[src/rtl/tsc_seq_pkg.sv]
// Shared constants, state type and decode functions for the touch
// measurement sequence controller.
package tsc_seq_pkg;

    // Channel / switch configuration codes shown on chan_sel.
    localparam logic [2:0] CH_AUX = 3'd3;
    localparam logic [2:0] CH_X   = 3'd4;
    localparam logic [2:0] CH_Y   = 3'd5;
    localparam logic [2:0] CH_Z1  = 3'd6;
    localparam logic [2:0] CH_Z2  = 3'd7;

    // Status field codes.
    localparam logic [3:0] STAT_IDLE  = 4'd0;
    localparam logic [3:0] STAT_BUSY  = 4'd1;
    localparam logic [3:0] STAT_READY = 4'd2;

    // Longest interval in microseconds and its width.
    localparam int IVL_MAX_US = 500;
    localparam int IVL_W      = $clog2(IVL_MAX_US + 1);

    typedef enum logic [2:0] {
        S_IDLE, S_WAIT, S_REQ, S_CONV, S_AVG, S_HOLD, S_READY
    } seq_state_e;

    // Interval code to microseconds.
    function automatic logic [IVL_W-1:0] ivl_us(input logic [2:0] code);
        case (code)
            3'd0:    ivl_us = IVL_W'(0);
            3'd1:    ivl_us = IVL_W'(5);
            3'd2:    ivl_us = IVL_W'(10);
            3'd3:    ivl_us = IVL_W'(20);
            3'd4:    ivl_us = IVL_W'(50);
            3'd5:    ivl_us = IVL_W'(100);
            3'd6:    ivl_us = IVL_W'(200);
            default: ivl_us = IVL_W'(IVL_MAX_US);
        endcase
    endfunction

    // Number of channels a mode scans (0 = reserved).
    function automatic logic [2:0] plan_len(input logic [2:0] mode);
        case (mode)
            3'b000:  plan_len = 3'd4;
            3'b001:  plan_len = 3'd2;
            3'b010:  plan_len = 3'd1;
            3'b011:  plan_len = 3'd1;
            3'b100:  plan_len = 3'd2;
            3'b110:  plan_len = 3'd1;
            default: plan_len = 3'd0;
        endcase
    endfunction

    // Modes that need the second plate or the auxiliary pin.
    function automatic logic plan_4w_only(input logic [2:0] mode);
        plan_4w_only = (mode == 3'b000) || (mode == 3'b100) || (mode == 3'b110);
    endfunction

    // Channel at position idx of a mode's scan list.
    function automatic logic [2:0] plan_chan(input logic [2:0] mode, input logic [1:0] idx);
        case (mode)
            3'b000: begin
                case (idx)
                    2'd0:    plan_chan = CH_X;
                    2'd1:    plan_chan = CH_Y;
                    2'd2:    plan_chan = CH_Z1;
                    default: plan_chan = CH_Z2;
                endcase
            end
            3'b001:  plan_chan = (idx == 2'd0) ? CH_X : CH_Y;
            3'b011:  plan_chan = CH_Y;
            3'b100:  plan_chan = (idx == 2'd0) ? CH_Z1 : CH_Z2;
            3'b110:  plan_chan = CH_AUX;
            default: plan_chan = CH_X;
        endcase
    endfunction

endpackage

[src/rtl/tsc_mode_decode.sv]
// Mode decoder: turns a mode code and panel type into a support flag,
// a channel count and the channel at a given list position.
// Assumes: purely combinational; caller holds mode stable while busy.
module tsc_mode_decode
    import tsc_seq_pkg::*;
(
    input  logic [2:0] mode,
    input  logic       panel_5w,
    input  logic [1:0] idx,
    output logic       ok,
    output logic [2:0] n_ch,
    output logic [2:0] chan
);

    // Decode support, length and current channel.
    always_comb begin
        n_ch = plan_len(mode);
        ok   = (n_ch != 3'd0) && !(panel_5w && plan_4w_only(mode));
        chan = plan_chan(mode, idx);
    end

endmodule

[src/rtl/tsc_us_timer.sv]
// Microsecond down-counter with its own prescaler. A load restarts the
// prescaler, so a wait of N microseconds ends exactly N*CLK_PER_US clocks
// after the load. expired is high while the count is zero.
// Assumes: CLK_PER_US >= 1.
module tsc_us_timer #(
    parameter int CLK_PER_US = 50,
    parameter int CNT_W      = 9
) (
    input  logic             clk,
    input  logic             rst_n,
    input  logic             load,
    input  logic [CNT_W-1:0] load_val,
    output logic             expired
);

    localparam int              PRE_W    = (CLK_PER_US > 1) ? $clog2(CLK_PER_US) : 1;
    localparam logic [PRE_W-1:0] PRE_LAST = PRE_W'(CLK_PER_US - 1);

    logic [PRE_W-1:0] pre_q;
    logic [CNT_W-1:0] rem_q;

    // Prescale the clock to microseconds and count the wait down.
    always_ff @(posedge clk) begin
        if (!rst_n) begin
            pre_q <= '0;
            rem_q <= '0;
        end else if (load) begin
            pre_q <= '0;
            rem_q <= load_val;
        end else if (rem_q != '0) begin
            if (pre_q == PRE_LAST) begin
                pre_q <= '0;
                rem_q <= rem_q - 1'b1;
            end else begin
                pre_q <= pre_q + 1'b1;
            end
        end
    end

    assign expired = (rem_q == '0);

    // Without a load the count only holds or steps down by one.
    assert_timer_step_R4: assert property (@(posedge clk) disable iff (!rst_n)
        (!load && rem_q != '0) |=> (rem_q == $past(rem_q) || rem_q == $past(rem_q) - 1'b1));

    // An idle timer stays expired until reloaded.
    assert_timer_rest_R4: assert property (@(posedge clk) disable iff (!rst_n)
        (!load && expired) |=> expired);

endmodule

[src/rtl/tsc_seq_ctrl.sv]
// Touch measurement sequence controller (top).
// Takes a command word and walks the chosen channel list. For each
// channel it waits the programmed interval before every conversion,
// requests a burst of conversions, waits for the averager and writes
// the result to the next slot. It drives the pen interrupt as a
// busy / data-ready flag with a holdoff after completion.
// Assumes: conv_done answers each conv_req once; avg_valid follows the
// last conversion of a burst; synchronous active-low reset.
module tsc_seq_ctrl
    import tsc_seq_pkg::*;
#(
    parameter int CLK_PER_US  = 50,
    parameter int HOLDOFF_US  = 20,
    parameter int DATA_W      = 12,
    parameter int SHORT_BURST = 6,
    parameter int LONG_BURST  = 10,
    parameter int SLOT_N      = 4,
    localparam int LEN_W      = $clog2(LONG_BURST + 1),
    localparam int SLOT_W     = $clog2(SLOT_N)
) (
    input  logic              clk,
    input  logic              rst_n,
    input  logic              cmd_valid,
    input  logic [6:0]        cmd_word,
    input  logic              panel_5w,
    input  logic              pd_hold,
    input  logic              touch_det,
    input  logic              conv_done,
    input  logic              avg_valid,
    input  logic [DATA_W-1:0] avg_result,
    input  logic              slots_cleared,
    output logic              conv_req,
    output logic [2:0]        chan_sel,
    output logic              avg_start,
    output logic [LEN_W-1:0]  avg_len,
    output logic              wr_en,
    output logic [SLOT_W-1:0] wr_slot,
    output logic [DATA_W-1:0] wr_data,
    output logic              pen_irq_n,
    output logic [3:0]        status,
    output logic              osc_en
);

    localparam int TMR_MAX = (HOLDOFF_US > IVL_MAX_US) ? HOLDOFF_US : IVL_MAX_US;
    localparam int TMR_W   = $clog2(TMR_MAX + 1);

    seq_state_e       state;
    logic [2:0]       mode_q;
    logic             long_q;
    logic [2:0]       ivl_q;
    logic [1:0]       idx_q;
    logic [2:0]       nch_q;
    logic [LEN_W-1:0] cnt_q;
    logic             start_q;

    logic [2:0]       mode_src;
    logic             dec_ok;
    logic [2:0]       dec_nch;
    logic [2:0]       dec_chan;
    logic             accept;
    logic             busy;
    logic [LEN_W-1:0] burst_len;
    logic             last_conv;
    logic             last_ch;
    logic             tmr_load;
    logic [TMR_W-1:0] tmr_val;
    logic             tmr_expired;

    // Decode the incoming mode when idle, the held mode otherwise.
    assign mode_src = (state == S_IDLE) ? cmd_word[6:4] : mode_q;

    tsc_mode_decode u_decode (
        .mode     (mode_src),
        .panel_5w (panel_5w),
        .idx      (idx_q),
        .ok       (dec_ok),
        .n_ch     (dec_nch),
        .chan     (dec_chan)
    );

    tsc_us_timer #(
        .CLK_PER_US (CLK_PER_US),
        .CNT_W      (TMR_W)
    ) u_timer (
        .clk      (clk),
        .rst_n    (rst_n),
        .load     (tmr_load),
        .load_val (tmr_val),
        .expired  (tmr_expired)
    );

    // Burst bookkeeping terms.
    always_comb begin
        accept    = (state == S_IDLE) && cmd_valid && dec_ok;
        busy      = (state == S_WAIT) || (state == S_REQ) ||
                    (state == S_CONV) || (state == S_AVG);
        burst_len = long_q ? LEN_W'(LONG_BURST) : LEN_W'(SHORT_BURST);
        last_conv = ((cnt_q + LEN_W'(1)) == burst_len);
        last_ch   = ((3'(idx_q) + 3'd1) == nch_q);
    end

    // Choose when the timer restarts and with which wait.
    always_comb begin
        tmr_load = 1'b0;
        tmr_val  = TMR_W'(ivl_us(ivl_q));
        case (state)
            S_IDLE: if (accept) begin
                tmr_load = 1'b1;
                tmr_val  = TMR_W'(ivl_us(cmd_word[2:0]));
            end
            S_CONV: if (conv_done && !last_conv) tmr_load = 1'b1;
            S_AVG: if (avg_valid) begin
                tmr_load = 1'b1;
                if (last_ch) tmr_val = TMR_W'(HOLDOFF_US);
            end
            default: ;
        endcase
    end

    // Sequence state machine and held command fields.
    always_ff @(posedge clk) begin
        if (!rst_n) begin
            state   <= S_IDLE;
            mode_q  <= 3'b000;
            long_q  <= 1'b0;
            ivl_q   <= 3'd0;
            idx_q   <= 2'd0;
            nch_q   <= 3'd0;
            cnt_q   <= '0;
            start_q <= 1'b0;
        end else begin
            start_q <= 1'b0;
            case (state)
                S_IDLE: if (accept) begin
                    mode_q  <= cmd_word[6:4];
                    long_q  <= cmd_word[3];
                    ivl_q   <= cmd_word[2:0];
                    nch_q   <= dec_nch;
                    idx_q   <= 2'd0;
                    cnt_q   <= '0;
                    start_q <= 1'b1;
                    state   <= S_WAIT;
                end
                S_WAIT: if (tmr_expired) state <= S_REQ;
                S_REQ:  state <= S_CONV;
                S_CONV: if (conv_done) begin
                    cnt_q <= cnt_q + LEN_W'(1);
                    state <= last_conv ? S_AVG : S_WAIT;
                end
                S_AVG: if (avg_valid) begin
                    if (last_ch) begin
                        state <= S_HOLD;
                    end else begin
                        idx_q   <= idx_q + 2'd1;
                        cnt_q   <= '0;
                        start_q <= 1'b1;
                        state   <= S_WAIT;
                    end
                end
                S_HOLD: begin
                    if (slots_cleared)    state <= S_IDLE;
                    else if (tmr_expired) state <= S_READY;
                end
                S_READY: if (slots_cleared) state <= S_IDLE;
                default: state <= S_IDLE;
            endcase
        end
    end

    // Output decode: handshakes, slot writes, status and interrupt.
    always_comb begin
        conv_req  = (state == S_REQ);
        avg_start = start_q;
        avg_len   = burst_len;
        chan_sel  = busy ? dec_chan : CH_X;
        wr_en     = (state == S_AVG) && avg_valid;
        wr_slot   = SLOT_W'(idx_q);
        wr_data   = avg_result;
        osc_en    = busy || (state == S_HOLD);
        if (busy)
            status = STAT_BUSY;
        else if (state == S_HOLD || state == S_READY)
            status = STAT_READY;
        else
            status = STAT_IDLE;
        if (busy)
            pen_irq_n = 1'b0;
        else if (state == S_HOLD)
            pen_irq_n = 1'b1;
        else
            pen_irq_n = pd_hold ? 1'b0 : !touch_det;
    end

    // Busy always shows as a low interrupt and a running oscillator.
    assert_busy_irq_low_R7: assert property (@(posedge clk) disable iff (!rst_n)
        (status == STAT_BUSY) |-> (!pen_irq_n && osc_en));

    // Requests are single-cycle pulses.
    assert_req_single_R3: assert property (@(posedge clk) disable iff (!rst_n)
        conv_req |=> !conv_req);

    // Requests only while busy.
    assert_req_busy_R6: assert property (@(posedge clk) disable iff (!rst_n)
        conv_req |-> (status == STAT_BUSY));

    // Writes stay within the channel list.
    assert_slot_range_R5: assert property (@(posedge clk) disable iff (!rst_n)
        wr_en |-> (3'(wr_slot) < nch_q));

    // A command during a pass leaves the held mode alone.
    assert_ignore_cmd_R10: assert property (@(posedge clk) disable iff (!rst_n)
        (status != STAT_IDLE && cmd_valid) |=> $stable(mode_q));

    // Clearing the slots ends data-ready.
    assert_cleared_R11: assert property (@(posedge clk) disable iff (!rst_n)
        (status == STAT_READY && slots_cleared) |=> (status == STAT_IDLE));

    // Status never shows more than one flag.
    assert_status_onehot_R6: assert property (@(posedge clk) disable iff (!rst_n)
        $onehot0(status));

endmodule

[config.mk]
export PLATFORM = sky130hd
export DESIGN_NAME = tsc_seq_ctrl
export DESIGN_NICKNAME = d
export VERILOG_FILES = /design/src/rtl/tsc_seq_pkg.sv /design/src/rtl/tsc_mode_decode.sv /design/src/rtl/tsc_us_timer.sv /design/src/rtl/tsc_seq_ctrl.sv
export SDC_FILE = /design/constraint.sdc
export NUM_CORES = 1
export LEC_CHECK = 0
export CORE_UTILIZATION = 58
export CTS_CLUSTER_SIZE = 14
export DETAILED_ROUTE_END_ITERATION = 6
export DONT_BUFFER_PORTS = 1
export PLACE_DENSITY = 0.85
export SETUP_SLACK_MARGIN = 0.3
export SLEW_MARGIN = 20
export SYNTH_ARGS = -nofsm -noshare
export SYNTH_HDL_FRONTEND = slang
export SYNTH_HIERARCHICAL = 1
export SYNTH_SLANG_ARGS = --single-unit
export TNS_END_PERCENT = 20
[constraint.sdc]
create_clock -name clk -period 6.6 [get_ports clk]
set_clock_uncertainty 0.05 [all_clocks]
set_input_delay 0.99 -clock clk [delete_from_list [all_inputs] [get_ports clk]]
set_output_delay 0.99 -clock clk [all_outputs]
set_load 0.005 [all_outputs]
After elaboration in Yosys (flattened, before gate mapping)
Index checks and enable logic that the tools add are counted.
W data, S select, Z words.

storage, ports and cells
  logic and storage cells = 136
  latch bits = 0
  RAM bits = 0
  bits in read-only memories = 0
  output and inout bits = 30
  input bits = 28
  memories = 0
  flip-flop bits (word level) = 35

operators by class
  bitwise operators = 1
  muxes and demuxes = 49
  reductions and logical operators = 36
  div/mod/pow operators = 0
  shift operators = 0
  $lt $le $gt $ge = 0
  add/sub/neg operators = 5
  equality and inequality tests = 35
  multipliers = 0

operators by type and width
  cell                   number
  $pmux W9 S7            2
  $mux W9                6
  $eq A3 B3 Y1 const B   11
  $mux W3                11
  $eq A3 B2 Y1 const B   8
  $pmux W3 S7            1
  $mux W4                5
  $pmux W9 S2            1
  $pmux W3 S5            1
  $eq A3 B1 Y1 const B   4
  $logic_not A3 Y1       4
  $ne A2 B2 Y1 const B   6
  $pmux W4 S3            1
  $mux W1                10
  $mux W2                5
  $logic_not A9 Y1       1
  $pmux W3 S3            1
  $reduce_bool A9 Y1     1
  $sub A9 B1 Y9 const B  1
  $logic_or A1 B1 Y1     7
  $add A6 B1 Y6 const B  1
  $eq A6 B6 Y1 const B   1
  $logic_and A1 B1 Y1    6
  $mux W6                1
  other kinds (23)       30

Depth between registers and ports, before layout
  depth after elaboration = 13
  gate-level depth with buffers = 12
  mapped depth without buffers = 11

Modules after synthesis
Netlist, hierarchy kept.

modules (own cells, without submodules)
  module           cells an instance  instances  area an instance (sq um)  sequential area each (sq um)
  tsc_seq_ctrl     207                1          1567.8                    400.4
  tsc_us_timer     102                1          869.6                     300.3
  tsc_mode_decode  16                 1          103.8                     0.0

Least setup slack after synthesis
Ideal clock, no wire load.

  path type = input -> register
  start point = in cmd_word[4]
  end point = reg u_timer.rem_q[8]
  setup time = 0.070 ns
  cell stages on the path = 11
  slack = 3.493 ns
  path buffers = 2
  data arrival time = 2.987 ns
  data required time = 6.480 ns
  path through = mux2_2 buf_6 nor2_1 o22ai_1 and3b_1 o21ai_0 o21ai_0 inv_1 clkbuf_1 o211ai_1 a21oi_1

on the way
  cells in the longest elaborated chain, start to end = 12
  elaborated cells between the ends (all ways) = 25
  classes of those cells = eq/ne (5); mux (7); reduce/logical (13)

ends and longest elaborated chain
  item                                                  RTL line               text
  start, declared                                       tsc_seq_ctrl.sv:24     input logic [6:0] cmd_word,
  $mux W3 (*)                                           tsc_seq_ctrl.sv:70     assign mode_src = (state == S_IDLE) ? cmd_word[6:4] : mode_q;
  branches (longest 5 deep; another with $eq A3 B2 Y1)  n/a
  $logic_and A1 B1 Y1 (*)                               tsc_mode_decode.sv:18  ok = (n_ch != 3'd0) && !(panel_5w && plan_4w_only(mode));
  net dec_ok                                            tsc_seq_ctrl.sv:57     logic dec_ok;
  $logic_and A1 B1 Y1 (*)                               tsc_seq_ctrl.sv:94     accept = (state == S_IDLE) && cmd_valid && dec_ok;
  $mux W1 (*)                                           tsc_seq_ctrl.sv:107    S_IDLE: if (accept) begin
  $pmux W1 S3 (*)                                       tsc_seq_ctrl.sv:106    case (state)
  net tmr_load                                          tsc_seq_ctrl.sv:65     logic tmr_load;
  $reduce_bool A2 Y1 (no line)                          n/a
  $reduce_and A2 Y1 (no line)                           n/a
  end signal, assigned                                  tsc_us_timer.sv:29     rem_q <= load_val;
  end signal, assigned                                  tsc_us_timer.sv:33     rem_q <= rem_q - 1'b1;
  end, declared                                         tsc_us_timer.sv:20     logic [CNT_W-1:0] rem_q;

Mark *: on every way through the listed nets, which the timed path passes.
A chain may end at the register's enable or synchronous reset.

Worst setup path in the final report
  start point = reg state[2]
  end point = reg u_timer.rem_q[7]

on the way
  cells in the longest elaborated chain, start to end = 13
  elaborated cells between the ends (all ways) = 29
  classes of those cells = eq/ne (7); mux (7); reduce/logical (15)

ends and longest elaborated chain
  item                                                  RTL line               text
  start, declared                                       tsc_seq_ctrl.sv:47     seq_state_e state;
  start signal, assigned                                tsc_seq_ctrl.sv:148    state <= last_conv ? S_AVG : S_WAIT;
  $logic_not A3 Y1 (*)                                  tsc_seq_ctrl.sv:70
  $mux W3 (*)                                           tsc_seq_ctrl.sv:70
  net mode_src[0]                                       tsc_seq_ctrl.sv:56     logic [2:0] mode_src;
  branches (longest 5 deep; another with $eq A3 B2 Y1)  n/a
  $logic_and A1 B1 Y1 (*)                               tsc_mode_decode.sv:18
  net dec_ok                                            tsc_seq_ctrl.sv:57
  $logic_and A1 B1 Y1 (*)                               tsc_seq_ctrl.sv:94
  $mux W1 (*)                                           tsc_seq_ctrl.sv:107
  $pmux W1 S3 (*)                                       tsc_seq_ctrl.sv:106
  net tmr_load                                          tsc_seq_ctrl.sv:65
  $reduce_bool A2 Y1 (no line)                          n/a
  $reduce_and A2 Y1 (no line)                           n/a

Marks and branches as above.

==> results.sh <==
export IMPL_synth_area_leader_cell="dfxtp_1"
export IMPL_route_detailed_drc=0
export IMPL_pin_count=58
export IMPL_finish_instance_area_mm2=0.002461
export IMPL_grt_pass1_wl_um=8245
export IMPL_worstPathMaxFanout=25
export IMPL_syn_inst=325
export IMPL_nNetsFinal=333
export IMPL_cpPeakStageDelay_ps=560
export IMPL_cp_end_kind="register"
export IMPL_cp_arrival_ps=3660
export IMPL_gr_usage_met3_pct=6.500
export IMPL_core_mm2=0.004115
export IMPL_grt_max_degree=34
export IMPL_synthDistinctLibCells=62
export IMPL_cp_required_ps=6710
export IMPL_met2_usage_pct=37.13
export IMPL_cts_htree_levels=2
export IMPL_drtIter0Drc=240
export IMPL_setup_viol_count_final=0
export IMPL_use_met1_pct=31.21
export IMPL_wl_um=5149
export IMPL_finalCritPeriodShare_pct=53.73
export IMPL_drt_pass1_iter_count=4
export IMPL_avgRoutedWirePerCell_um=14.71
export IMPL_yosysSeqAreaShare_pct=27.57
export IMPL_status="finished clean"
export IMPL_cpMaxStageDelayCell="dfxtp_1"
export IMPL_initial_core_util_pct=61.75
export IMPL_ys_ff_latch=35
export IMPL_synth_area_mux_share_pct=4.185
export IMPL_setup_tns_ps=0
export IMPL_layout_drive_gt1_share_pct=7.333
export IMPL_holdWs_ps=421.9
export IMPL_synthFlopType="dfxtp_1"
export IMPL_worstMarginPinSlew_ps=895.6
export IMPL_critical_path_top_delay_family="simple AND/OR/NAND/NOR gates"
export IMPL_yosys_warnings=6
export IMPL_portBuffers=0
export IMPL_cts_resized=0
export IMPL_syn_to_final_growth_pct=-3.151
export IMPL_ir_worst_vdd_uv=162.5
export IMPL_cp_start_kind="register"
export IMPL_cts_tree="done"
export IMPL_path_common_cell="o21ai_0"
export IMPL_path_class="reg -> reg"
export IMPL_preCtsSetupSlack_ps=3130
export IMPL_vias_per_cell=6.137
export IMPL_place_congestion=0.9351
export IMPL_cts_sinks=35
export IMPL_die_area_mm2=0.004650
export IMPL_drv_slew=0
export IMPL_layout_commonest_cell="nand2_1"
export IMPL_synth_top_area_share_pct=27.57
export IMPL_rsz0062_at_grt="no"
export IMPL_total_power_mw=0.9410
export IMPL_crit_chain="nor3_4 -> mux2_2 -> nor2_1 -> o22ai_1 -> and3b_1 -> o21ai_0 -> o21ai_0 -> inv_1 -> nand2_1 -> nor4_1 -> a211oi_2"
export IMPL_finalHoldViolations=0
export IMPL_place_area_mm2=0.002380
export IMPL_n_antenna_cell=0
export IMPL_grt_ovfl_total=0
export IMPL_rows=23
export IMPL_cts_buffers=5
export IMPL_max_freq_mhz=282.0
export IMPL_yosys_area_share_xor_xnor_pct=5.170
export IMPL_die_w_um=68.19
export IMPL_synthSimpleGateAreaFrac_pct=27.23
export IMPL_grt_busiest_layer="met2"
export IMPL_final_antenna_net_count=0
export IMPL_synth_cell_area_mm2=0.002541
export IMPL_ys_top_cells_by_area="dfxtp_1 (28%), nand2_1 (6.2%), buf_4 (5.6%)"
export IMPL_synth_edff_count=0
export IMPL_vias=2148
export IMPL_syn_avg_cell_area_um2=7.819
export IMPL_powerDensity_mw_per_mm2=382.4
export IMPL_leakage_nw=0.8948
export IMPL_clkSlewWorstSetupHoldPaths_ps=70
export IMPL_fin_crit_ps=3546
export IMPL_grt_pass1_vias=1779
export IMPL_synth_compound_area_share_pct=21.22
export IMPL_fin_ws_ps=3054
export IMPL_root_buffer="clkbuf_8"
export IMPL_clk_path_buf_depth=2
export IMPL_synthArstFlopShare_pct=0
export IMPL_place_hpwl_um=3785
export IMPL_synthAdderAreaFrac_pct=2.954
export IMPL_clk_latency_ps=280
export IMPL_hp_class="reg -> reg"
export IMPL_antenna_found_initial=0
export IMPL_hold_buffers=0
export IMPL_drv_cap=0
export IMPL_slew_headroom_pct=39.83
export IMPL_post_cts_buffers=0
export IMPL_die_h_um=68.19
export IMPL_final_cell_mix="nand2_1 (42), dfxtp_1 (35), nor2_1 (24), inv_1 (14)"
export IMPL_synth_top_family_by_area="simple AND/OR/NAND/NOR gates"
export IMPL_crit_buf_inv=1
export IMPL_gr_usage_all_layers_pct=23.61
export IMPL_fillers=375
worst register-to-register path, stage by stage, from the launching register on:
cell      delay (ps)
dfxtp_1          560
nor3_4           370
mux2_2           450
nor2_1           100
o22ai_1          140
and3b_1          230
o21ai_0          290
o21ai_0          350
inv_1            440
nand2_1           90
nor4_1           260
a211oi_2          80
final cells by class:
cell class	instances	area (um2)	share of cell area [%]
clock buffer	7	76.32	3.101
clock inverter	1	5.005	0.2034
inverter	15	57.56	2.339
multi-input combinational	242	1559	63.35
sequential	35	700.7	28.47
tap	50	62.56	2.542
flip-flops by register name, indices dropped and copies added, names as in the netlist:
| register | cells |
|---|---|
| mode_q | 3 |
| u_timer/rem_q | 9 |
| u_timer/pre_q | 6 |
| wr_slot | 2 |
| nch_q | 3 |
| avg_start | 1 |
| cnt_q | 4 |
| long_q | 1 |
| state | 3 |
| ivl_q | 3 |
routing by layer:
| metal | part of all wire, % | vias to the layer above |
|---|---|---|
| li1 | - | 1080 |
| met5 | 0 | - |
| met4 | 0.39 | 0 |
| met1 | 46 | 995 |
| met2 | 47 | 71 |
| met3 | 6.4 | 2 |
cell usage after synthesis, types with 4 or more instances:
master and count:
nand2_1 42, dfxtp_1 35, nor2_1 24, buf_4 19, inv_1 14, nand3_1 12
o21ai_0 12, a21boi_0 9, a21oi_1 9, nand2b_1 9, o22ai_1 9, xnor2_1 8
a31oi_1 7, and2_1 7, clkbuf_1 7, xor2_1 7, ha_1 6, nor3_1 6
mux2i_1 5, or4_1 5, and3_1 4, buf_2 4, o31ai_1 4
logic make-up (layout without fill, tap and decap cells):
kind of cell | Yosys count | after routing
XOR/XNOR | 15 | 15
other | 2 | 4
AO/OA/AOI/OAI | 75 | 75
adder cells (fa/ha/maj) | 6 | 6
flip-flops | 35 | 35
AND/OR/NAND/NOR | 133 | 133
buffers and inverters | 50 | 23
multiplexers | 9 | 9
path summary, 6_finish.rpt:
kind	start	end	slack, ps	cells after the start
hold / removal	mode_q[0]$_SDFFE_PN0P_	mode_q[0]$_SDFFE_PN0P_	420	2
setup reg to reg	state[2]$_SDFFE_PN0P_	u_timer/rem_q[7]$_SDFFE_PN0P_	3050	11
setup / recovery	state[2]$_SDFFE_PN0P_	u_timer/rem_q[7]$_SDFFE_PN0P_	3050	11
hold reg to reg	mode_q[0]$_SDFFE_PN0P_	mode_q[0]$_SDFFE_PN0P_	420	2
power breakdown:
part | switching [mW] | internal (mW)
Sequential | 0.0619 | 0.256
Combinational | 0.295 | 0.178
Clock | 0.0755 | 0.0741
Total | 0.433 | 0.508
per-stage QoR:
stage,util (%),cells
floorplan,-,327
global placement,57.83,342
detailed placement,57.83,342
CTS,59.81,350
global route,59.81,350
finish,59.81,350
Note: power is estimated with default switching activity, not from simulation.
